File: config.mk
export PLATFORM = sky130hd
export DESIGN_NAME = seq_start_limiter
export DESIGN_NICKNAME = d
export VERILOG_FILES = /design/src/rtl/rsl_pkg.sv /design/src/rtl/rsl_lfsr.sv /design/src/rtl/rsl_gap_timer.sv /design/src/rtl/rsl_live_cnt.sv /design/src/rtl/seq_start_limiter.sv
export SDC_FILE = /design/constraint.sdc
export NUM_CORES = 1
export LEC_CHECK = 0
export BUFFER_PORTS_ARGS = -buffer_cell sky130_fd_sc_hd__buf_2
export CAP_MARGIN = 0
export CORE_ASPECT_RATIO = 1.1
export CORE_MARGIN = 2
export CORE_UTILIZATION = 47
export CTS_CLUSTER_SIZE = 24
export DETAILED_ROUTE_END_ITERATION = 7
export PLACE_DENSITY_LB_ADDON = 0.12
export SYNTH_ARGS = -nofsm -noshare
export SYNTH_HDL_FRONTEND = slang
export SYNTH_SLANG_ARGS = --single-unit
File: constraint.sdc
create_clock -name clk -period 2.3 [get_ports clk]
set_input_delay 0.115 -clock clk [delete_from_list [all_inputs] [get_ports clk]]
set_output_delay 0.115 -clock clk [all_outputs]
set_load 0.1 [all_outputs]
File: src/rtl/rsl_pkg.sv
package rsl_pkg;
  localparam int          LFSR_W    = 32;
  // right-shift Galois feedback mask for a maximal-length 32-bit register
  localparam logic [31:0] LFSR_TAPS = 32'h8020_0003;
  // substitute state when a zero seed is requested
  localparam logic [31:0] SEED_ALT  = 32'h0000_0001;
endpackage

File: src/rtl/rsl_lfsr.sv
module rsl_lfsr
  import rsl_pkg::*;
(
  input  logic              clk,
  input  logic              rst_n,
  input  logic              ld,
  input  logic [LFSR_W-1:0] seed,
  output logic [LFSR_W-1:0] state
);
  logic [LFSR_W-1:0] st_q, st_d;

  always_comb begin
    if (ld) begin
      st_d = (seed == '0) ? SEED_ALT : seed;
    end else begin
      st_d = {1'b0, st_q[LFSR_W-1:1]} ^ (st_q[0] ? LFSR_TAPS : '0);
    end
  end

  always_ff @(posedge clk or negedge rst_n) begin
    if (!rst_n) st_q <= SEED_ALT;
    else        st_q <= st_d;
  end

  assign state = st_q;

  // the generator can never lock up in the all-zero state
  assert_nonzero_R9: assert property (@(posedge clk) disable iff (!rst_n)
    st_q != '0);
endmodule

File: src/rtl/rsl_gap_timer.sv
module rsl_gap_timer #(
  parameter int GAP_W = 4
) (
  input  logic             clk,
  input  logic             rst_n,
  input  logic [GAP_W-1:0] gap,
  input  logic             fire,
  output logic             open
);
  logic [GAP_W-1:0] tmr_q, tmr_d;
  logic             tick;

  always_comb begin
    tick  = fire | (tmr_q != '0);
    tmr_d = tmr_q;
    if (fire) begin
      tmr_d = (gap > GAP_W'(1)) ? gap - GAP_W'(1) : '0;
    end else if (tmr_q != '0) begin
      tmr_d = tmr_q - GAP_W'(1);
    end
  end

  always_ff @(posedge clk or negedge rst_n) begin
    if (!rst_n)    tmr_q <= '0;
    else if (tick) tmr_q <= tmr_d;
  end

  assign open = (tmr_q == '0);
endmodule

File: src/rtl/rsl_live_cnt.sv
module rsl_live_cnt #(
  parameter int CNT_W = 3
) (
  input  logic             clk,
  input  logic             rst_n,
  input  logic             inc,
  input  logic             dec,
  output logic [CNT_W-1:0] cnt
);
  localparam logic [CNT_W-1:0] TOP = '1;

  logic [CNT_W-1:0] cnt_q, cnt_d;
  logic             dec_ok, en;

  always_comb begin
    dec_ok = dec & (cnt_q != '0);
    en     = (inc ^ dec_ok) & ~(inc & (cnt_q == TOP));
    cnt_d  = inc ? cnt_q + CNT_W'(1) : cnt_q - CNT_W'(1);
  end

  always_ff @(posedge clk or negedge rst_n) begin
    if (!rst_n)  cnt_q <= '0;
    else if (en) cnt_q <= cnt_d;
  end

  assign cnt = cnt_q;

  // an unmatched completion leaves an empty count at zero
  assert_noneg_R10: assert property (@(posedge clk) disable iff (!rst_n)
    (cnt_q == '0 && dec && !inc) |=> cnt_q == '0);
  // a full count holds instead of wrapping
  assert_sat_R10: assert property (@(posedge clk) disable iff (!rst_n)
    (cnt_q == TOP && inc && !dec) |=> cnt_q == TOP);
endmodule

File: src/rtl/seq_start_limiter.sv
module seq_start_limiter
  import rsl_pkg::*;
#(
  parameter int N_SEQ  = 4,
  parameter int N_DGRP = 2,
  parameter int N_MGRP = 2,
  parameter int PROB_W = 8,
  parameter int CNT_W  = 3,
  parameter int GAP_W  = 4,
  parameter logic [N_SEQ-1:0]        COND_MASK = 4'b1010,
  parameter logic [N_DGRP*N_SEQ-1:0] DGRP_MEMB = 8'b1000_0110,
  parameter logic [N_DGRP*GAP_W-1:0] DGRP_GAP  = {4'd2, 4'd1},
  parameter logic [N_MGRP*N_SEQ-1:0] MGRP_MEMB = 8'b1000_0100,
  parameter logic [N_MGRP*CNT_W-1:0] MGRP_LIM  = {3'd4, 3'd1}
) (
  input  logic                      clk,
  input  logic                      rst_n,
  input  logic [N_SEQ-1:0]          cond_i,
  input  logic [N_SEQ-1:0]          done_i,
  input  logic [N_SEQ*(PROB_W+1)-1:0] prob_i,
  input  logic [LFSR_W-1:0]         seed_i,
  input  logic                      seed_ld_i,
  output logic [N_SEQ-1:0]          start_o
);
  localparam int PW1   = PROB_W + 1;
  localparam int SUM_W = CNT_W + $clog2(N_SEQ + 1);

  // two sequences are coupled when any spacing or occupancy group holds both
  function automatic logic coupled(int a, int b);
    logic r;
    r = 1'b0;
    for (int g = 0; g < N_DGRP; g++)
      if (DGRP_MEMB[g*N_SEQ+a] && DGRP_MEMB[g*N_SEQ+b]) r = 1'b1;
    for (int g = 0; g < N_MGRP; g++)
      if (MGRP_MEMB[g*N_SEQ+a] && MGRP_MEMB[g*N_SEQ+b]) r = 1'b1;
    return r;
  endfunction

  // ---------------- reset release synchronizer ----------------
  logic rst_s1, run;

  always_ff @(posedge clk or negedge rst_n) begin
    if (!rst_n) begin
      rst_s1 <= 1'b0;
      run    <= 1'b0;
    end else begin
      rst_s1 <= 1'b1;
      run    <= rst_s1;
    end
  end

  // nothing starts before the synchronized reset has released
  assert_quiet_R1: assert property (@(posedge clk)
    !run |-> start_o == '0);

  // ---------------- random source ----------------
  logic [LFSR_W-1:0] lfsr_st;

  rsl_lfsr u_lfsr (
    .clk   (clk),
    .rst_n (run),
    .ld    (seed_ld_i),
    .seed  (seed_i),
    .state (lfsr_st)
  );

  // ---------------- spacing groups ----------------
  logic [N_DGRP-1:0] dg_open;

  for (genvar g = 0; g < N_DGRP; g++) begin : g_dgrp
    localparam logic [N_SEQ-1:0] DM = DGRP_MEMB[g*N_SEQ +: N_SEQ];
    localparam logic [GAP_W-1:0] DG = DGRP_GAP[g*GAP_W +: GAP_W];
    logic fire;

    assign fire = |(start_o & DM);

    rsl_gap_timer #(.GAP_W(GAP_W)) u_gap (
      .clk   (clk),
      .rst_n (run),
      .gap   (DG),
      .fire  (fire),
      .open  (dg_open[g])
    );

    // one start per group per cycle
    assert_onegrp_R5: assert property (@(posedge clk) disable iff (!run)
      $onehot0(start_o & DM));
    if (DG > GAP_W'(1)) begin : g_spaced
      // a gap above one forbids starts in the following cycle
      assert_gap_R4: assert property (@(posedge clk) disable iff (!run)
        fire |=> !(|(start_o & DM)));
    end
  end

  // ---------------- live instance counters ----------------
  logic [CNT_W-1:0] live [N_SEQ];

  for (genvar i = 0; i < N_SEQ; i++) begin : g_live
    rsl_live_cnt #(.CNT_W(CNT_W)) u_cnt (
      .clk   (clk),
      .rst_n (run),
      .inc   (start_o[i]),
      .dec   (done_i[i]),
      .cnt   (live[i])
    );
  end

  // ---------------- occupancy groups ----------------
  logic [N_MGRP-1:0] mg_ok;

  for (genvar g = 0; g < N_MGRP; g++) begin : g_mgrp
    localparam logic [N_SEQ-1:0] MM = MGRP_MEMB[g*N_SEQ +: N_SEQ];
    localparam logic [CNT_W-1:0] ML = MGRP_LIM[g*CNT_W +: CNT_W];
    logic [SUM_W-1:0] total;

    always_comb begin
      total = '0;
      for (int i = 0; i < N_SEQ; i++)
        if (MM[i]) total = total + SUM_W'(live[i]);
    end

    assign mg_ok[g] = (total < SUM_W'(ML));

    // a full group issues no start
    assert_cap_R6: assert property (@(posedge clk) disable iff (!run)
      (total >= SUM_W'(ML)) |-> !(|(start_o & MM)));
  end

  // ---------------- per-sequence eligibility and grant ----------------
  logic [N_SEQ-1:0] req;

  for (genvar i = 0; i < N_SEQ; i++) begin : g_seq
    localparam int OFS = (i * PROB_W) % LFSR_W;
    logic [PROB_W-1:0] rnd;
    logic [PW1-1:0]    prob;
    logic              cond_ok, dly_ok, cap_ok, win, blk;

    always_comb begin
      for (int b = 0; b < PROB_W; b++) rnd[b] = lfsr_st[(OFS + b) % LFSR_W];
      prob    = prob_i[i*PW1 +: PW1];
      win     = ({1'b0, rnd} < prob);
      cond_ok = ~COND_MASK[i] | cond_i[i];
      dly_ok  = 1'b1;
      for (int g = 0; g < N_DGRP; g++)
        if (DGRP_MEMB[g*N_SEQ+i] && !dg_open[g]) dly_ok = 1'b0;
      cap_ok  = 1'b1;
      for (int g = 0; g < N_MGRP; g++)
        if (MGRP_MEMB[g*N_SEQ+i] && !mg_ok[g]) cap_ok = 1'b0;
    end

    assign req[i] = run & cond_ok & dly_ok & cap_ok & win;

    always_comb begin
      blk = 1'b0;
      for (int j = 0; j < i; j++)
        if (coupled(i, j) && req[j]) blk = 1'b1;
    end

    assign start_o[i] = req[i] & ~blk;

    // a zero code keeps the sequence idle
    assert_prob_R8: assert property (@(posedge clk) disable iff (!run)
      (prob == '0) |-> !start_o[i]);
    if (COND_MASK[i]) begin : g_cond
      // a low condition blocks the start
      assert_cond_R3: assert property (@(posedge clk) disable iff (!run)
        !cond_i[i] |-> !start_o[i]);
    end
  end
endmodule

======== After elaboration in Yosys (flattened, before gate mapping) ========
Index checks and enable logic that the tools add are counted.
word-level totals
  word-level logic and storage cells ...... 73
  input port bits ......................... 79
  output and inout bits ................... 4
  register bits after elaboration ......... 48
operators by class
  $lt $le $gt $ge ......................... 6
  eq/ne operators ......................... 2
  bitwise operators ....................... 26
  multiplexer cells ....................... 14
  $add $sub $neg .......................... 6
  reductions and logical operators ........ 12
operators with widths
  operator               number
  $mux W32               3
  $lt A8 B9 Y1           4
  $logic_not A32 Y1      1
  $xor A31 B32 Y32       1
  $and A1 B1 Y1          18
  $mux W4                4
  $logic_not A4 Y1       2
  $reduce_bool A4 Y1     2
  $sub A4 B1 Y4 const B  2
  $add A3 B1 Y3 const B  2
  $eq A3 B3 Y1 const B   2
  $mux W3                2
  $reduce_bool A3 Y1     2
  $sub A3 B1 Y3 const B  2
  $mux W1                5
  $reduce_and A2 Y1      2
  $reduce_bool A2 Y1     2
  $lt A3 B1 Y1 const B   1
  $lt A3 B3 Y1 const B   1
  $not A1 Y1             3
  $or A1 B1 Y1           2
  $reduce_or A2 Y1       1
  $xor A1 B1 Y1          2

======== Logic depth before layout (Yosys ltp) ========
  depth after elaboration ................. 10
  depth in mapped cells ................... 11

======== Cells and area by module ========
From an unflattened synthesis, not the netlist that was laid out.
second synthesis, totals
  cells, all modules ...................... 341
  area total of the unflattened synthesis .. 3433.3 um^2
modules (own cells, without submodules)
  module             instances  area each (um^2)  cells each
  rsl_lfsr           1          1328.8            85
  seq_start_limiter  1          838.3             112
  rsl_gap_timer      2          322.8             35
  rsl_live_cnt       2          310.3             37

======== Least setup slack after synthesis ========
OpenSTA, ideal clock, no wires.
  path type ............................... reg-to-output
  start ................................... register run
  end ..................................... output start_o[0]
  stages on the path, launching flop included .. 2
  path buffers ............................ 0
  path slack .............................. -1449 ps
  required time ........................... 2185 ps
  arrival time ............................ 3634 ps
  cells stage by stage .................... dfrtp_1 a21boi_0
on the way
  word-level cells in the longest chain between the ends .. 1
ends and longest elaborated chain
  what                      line                      source
  start: declaration        seq_start_limiter.sv:40   logic rst_s1, run;
  start signal: assignment  seq_start_limiter.sv:48   run <= rst_s1;
  $and A1 B1 Y1             seq_start_limiter.sv:151  assign req[i] = run & cond_ok & dly_ok & cap_ok & win;
  end: declaration          seq_start_limiter.sv:23   output logic [N_SEQ-1:0] start_o
Every way passes these cells.

======== Worst setup path in the final report ========
  start ................................... register g_dgrp[1].u_gap.tmr_q[1]
  end ..................................... register g_live[3].u_cnt.cnt_q[1]
RTL lines
  what                          line                      source
  start: declaration            rsl_gap_timer.sv:10       logic [GAP_W-1:0] tmr_q, tmr_d;
  start signal: assignment      rsl_gap_timer.sv:25       else if (tick) tmr_q <= tmr_d;
  $logic_not A4 Y1              rsl_gap_timer.sv:28       assign open = (tmr_q == '0);
  $mux W1                       seq_start_limiter.sv:145  if (DGRP_MEMB[g*N_SEQ+i] && !dg_open[g]) dly_ok = 1'b0;
  $and A1 B1 Y1 (3 in a row)    seq_start_limiter.sv:151
  $mux W3                       rsl_live_cnt.sv:18        cnt_d = inc ? cnt_q + CNT_W'(1) : cnt_q - CNT_W'(1);
  via g_live[3].u_cnt.cnt_d[1]  rsl_live_cnt.sv:12        logic [CNT_W-1:0] cnt_q, cnt_d;
  end signal: assignment        rsl_live_cnt.sv:23        else if (en) cnt_q <= cnt_d;
  end: declaration              rsl_live_cnt.sv:12
The timed path passes the listed nets, and every way through them passes these cells.
A chain may end at the register's enable or synchronous reset.

==> impl_results.md <==
- # fillers: 523
- Synthesis-stage register bit count: 48
- Core area: 0.00612 mm²
- Clock power frac: 22.8%
- Mapped cell area: 0.00294 mm²
- Worst hold endpoint: u_lfsr.state[21]$_DFF_PN0_
- Period utilisation layout: 108%
- Largest delay share family, worst path: compound AO/OA/AOI/OAI gates
- Slew HR: 50.3%
- Crit Path Class: flip-flop to flip-flop
- # Max-Cap Violations: 0
- PwrDens: 732 mW/mm²
- Pre-CTS setup slack: -226 ps
- DRT iter0 DRCs: 62
- Sw frac: 32.8%
- Post-DRT Antenna Nets: 0
- Hold Crit Depth: 3
- VDD IR max: 0.425 mV
- Worst Path Max Fanout: 2
- Layout Area Growth over Synthesis: 30.6%
- Post-synthesis async set-or-reset flop share: 100%
- Slew Limit Fails: 0
- RR Startpoint: g_dgrp[1].u_gap.tmr_q[1]$_DFFE_PN0P_
- CTS max path bufs: 2
- Layout cells sized above 1: 41.1%
- GRT overflow: 0
- CP Buf/Inv Count: 2
- Die ar.: 0.00691 mm²
- NumNets Final: 498
- Total GRT Usage: 20.4%
- CP max stage delay: 450 ps
- Chip width: 79.4 µm
- CP Data Arrival Time: 2680 ps
- Total nets after synthesis: 398
- CTS tree: yes
- CP Capture Type: flip-flop
- Logic pwr share: 36.6%
- Setup WS post-layout: -182 ps
- Post-synth EDFFs: 0
- Non-Filler Instances: 464
- Routed Wire Length: 6430 µm
- Diodes inserted: 0
- Leak Pwr: 0.00196 µW
- Status: complete, but fails checks
- NetSw: 921 µW
- Routed wire per std cell: 13.9 µm
- I/O Buffers: 78
- Initial antenna violation count: 0
- Seq/Total Area, Yosys: 40.9%
- Max frequency: 0.403 GHz
- Reg2Reg Depth: 11
- Synthesized instance count: 283
- Reg2reg setup slack: -180 ps
- Cells after DPL: 446
- Syn. warnings: 0
- HPWL Detailed: 5100 µm
- # rows: 30
- Clock-pin slew on the worst setup and hold paths: 90 ps
- Worst Tran Pin Value: 746 ps
- R2R Path End: g_live[3].u_cnt.cnt[1]$_DFFE_PN0P_
- Yosys cell types: 45
- Sequential fraction of design power: 40.6%
- Final Setup Violations: 2
- Clock root buffer: clkbuf_8
- Crit-path cells: inv_1, ha_2, or3b_4, a2111oi_4, o21ai_2, a21oi_4, inv_2, fa_2, o22ai_1, nand2_1, o221a_2
- WP data required: 2490 ps
- Initial Util: 48.1%
- Residual DRC: 0
- Failing checks: setup timing
- Final min period: 2480 ps
- Internal power: 1890 µW
- Final Hold Viols: 0
- Worst skew pair latency: 300 ps
- CP Launch Type: flip-flop
- IO Count: 83
- RePlAce Congestion: 0.802
- Via density: 5.10
- CTS Sinks: 48
- CP max stage cell: fa_2
- RSZ-0062 raised after global routing: yes
- First-pass GRT wire length: 11100 µm
- Worst Hold Class: input port to flip-flop
- Largest net degree at the start of global routing: 36
- DRT Pass-1 Iters: 4
- TritonCTS Buffers: 5
- Layout Skew: 5.36 ps
- Syn avg cell area: 10.4 µm²
- Number of H-tree levels: 2
- Height of the die: 87.0 µm
- Vias in the first global route: 2523
- Via Count: 2367
- Hold Startpoint: seed_i[21]
- Prevailing post-synth register cell: dfrtp_1
==> power groups by stage <==
stage	clock (µW)	sequential (µW)	combinational, µW
floorplan	0	1130	656
global placement	0	1150	946
detailed placement	0	1150	975
CTS	658	1140	985
global route	693	1160	1170
finish	640	1140	1030
==> cell families (layout without fill, tap and decap cells) <==
group / after synthesis / count (layout) / synth area share (%)
xor gates and xnor gates: 7 / 7 / 2.09
buffers and inverters: 52 / 153 / 7.02
adders and majority gates: 36 / 36 / 15.6
other: 1 / 1 / 0.128
and+or+nand+nor: 58 / 58 / 10.7
DFF: 48 / 48 / 40.9
muxes: 30 / 30 / 11.4
AOI/OAI and AO/OA: 51 / 51 / 12.1
==> per-layer routing <==
layer / wire length [µm] / global-route usage (%)
met4: 112 / 6.58
met2: 3390 / 36.2
met5: 0 / 0
met1: 2720 / 25.0
met3: 203 / 3.94
==> layout by cell type (no fill, tap or decap), types with 4 or more instances in the layout <==
| cell type | instances |
|---|---|
| a21o_1 | 8 |
| a21oi_1 | 9 |
| buf_12 | 4 |
| buf_2 | 74 |
| buf_4 | 20 |
| clkbuf_8 | 6 |
| dfrtp_1 | 46 |
| ha_1 | 31 |
| inv_1 | 42 |
| mux2_2 | 29 |
| nand2_1 | 9 |
| nand2b_1 | 7 |
| nand3_1 | 5 |
| nor2_1 | 12 |
| nor3_1 | 7 |
| nor4_1 | 8 |
| o21ai_0 | 10 |
| xnor2_1 | 6 |
==> registers in the layout, indices dropped and copies added, names as in the netlist <==
signal,cells
g_dgrp.u_gap.tmr_q,8
run,1
u_lfsr.state,32
g_live.u_cnt.cnt,6
rst_s1,1
==> worst max path at each step <==
stage / startpoint / end / cells after the start
6_report: g_dgrp[1].u_gap.tmr_q[1]$_DFFE_PN0P_ / g_live[3].u_cnt.cnt[1]$_DFFE_PN0P_ / 11
3_3_place_gp: u_lfsr.state[30]$_DFF_PN0_ / g_live[3].u_cnt.cnt[1]$_DFFE_PN0P_ / 10
3_5_place_dp: u_lfsr.state[31]$_DFF_PN0_ / g_live[3].u_cnt.cnt[1]$_DFFE_PN0P_ / 10
5_1_grt: u_lfsr.state[29]$_DFF_PN0_ / g_live[3].u_cnt.cnt[1]$_DFFE_PN0P_ / 10
4_1_cts: u_lfsr.state[31]$_DFF_PN0_ / g_live[3].u_cnt.cnt[1]$_DFFE_PN0P_ / 10
2_1_floorplan: g_dgrp[1].u_gap.tmr_q[0]$_DFFE_PN0P_ / g_live[3].u_cnt.cnt[1]$_DFFE_PN0P_ / 11
==> cells in the mapped netlist, types with 2 or more instances <==
cell type	count	share of area (%)
ha_1	35	15
dfrtp_1	47	40
nor4_1	8	1.7
a211oi_1	3	0.77
a31oi_1	2	0.43
mux2_2	29	11
nand4_1	3	0.64
a21o_1	8	2.0
nand3_1	5	0.85
clkbuf_1	4	0.51
inv_1	45	5.7
o211ai_1	3	0.77
nand2b_1	7	1.5
o21ai_0	10	1.7
xnor2_1	6	1.8
a21oi_1	10	1.7
nand2_1	9	1.1
buf_4	3	0.77
nor3_1	8	1.4
a211o_1	2	0.60
nor2_1	12	1.5
==> what timing repair did <==
action	CTS	global route
hold endpoints to repair	2	0
setup endpoints to repair	4	6
pin swaps	7	8
buffers inserted	2	7
gates resized for setup	0	14
hold buffers	1	0
==> worst reg2reg max path, cell delays in order, from the launching register on <==
cell and delay (ps):
dfrtp_1 380, inv_1 80, ha_2 170, or3b_4 390
a2111oi_4 210, o21ai_2 120, a21oi_4 140, inv_2 60
fa_2 450, o22ai_1 190, nand2_1 70, o221a_2 120
==> stage by stage <==
step	hold WS (ps)	power, µW	instance area [µm²]	util [%]	setup TNS (ps)
4_1_cts	38.1	2780	3710	60.6	-405
2_1_floorplan	-181	1790	2960	-	-359
5_1_grt	42.4	3020	3840	62.8	-521
3_5_place_dp	-77.9	2130	3560	58.2	-324
6_report	43.9	2810	3840	62.8	-205
3_3_place_gp	-80.9	2090	3560	58.2	-215
==> cell type report <==
type                            count  area [µm²]  share of cell area [%]
Clock buffer                        6        82.6                    2.15
Clock inverter                      2        38.8                    1.01
Inverter                           45         169                    4.40
Multi-Input combinational cell    183        1620                    42.2
Sequential cell                    48        1210                    31.4
Tap cell                           80         100                    2.61
Timing Repair Buffer              100         622                    16.2
Power figures use the tool's default switching activity.
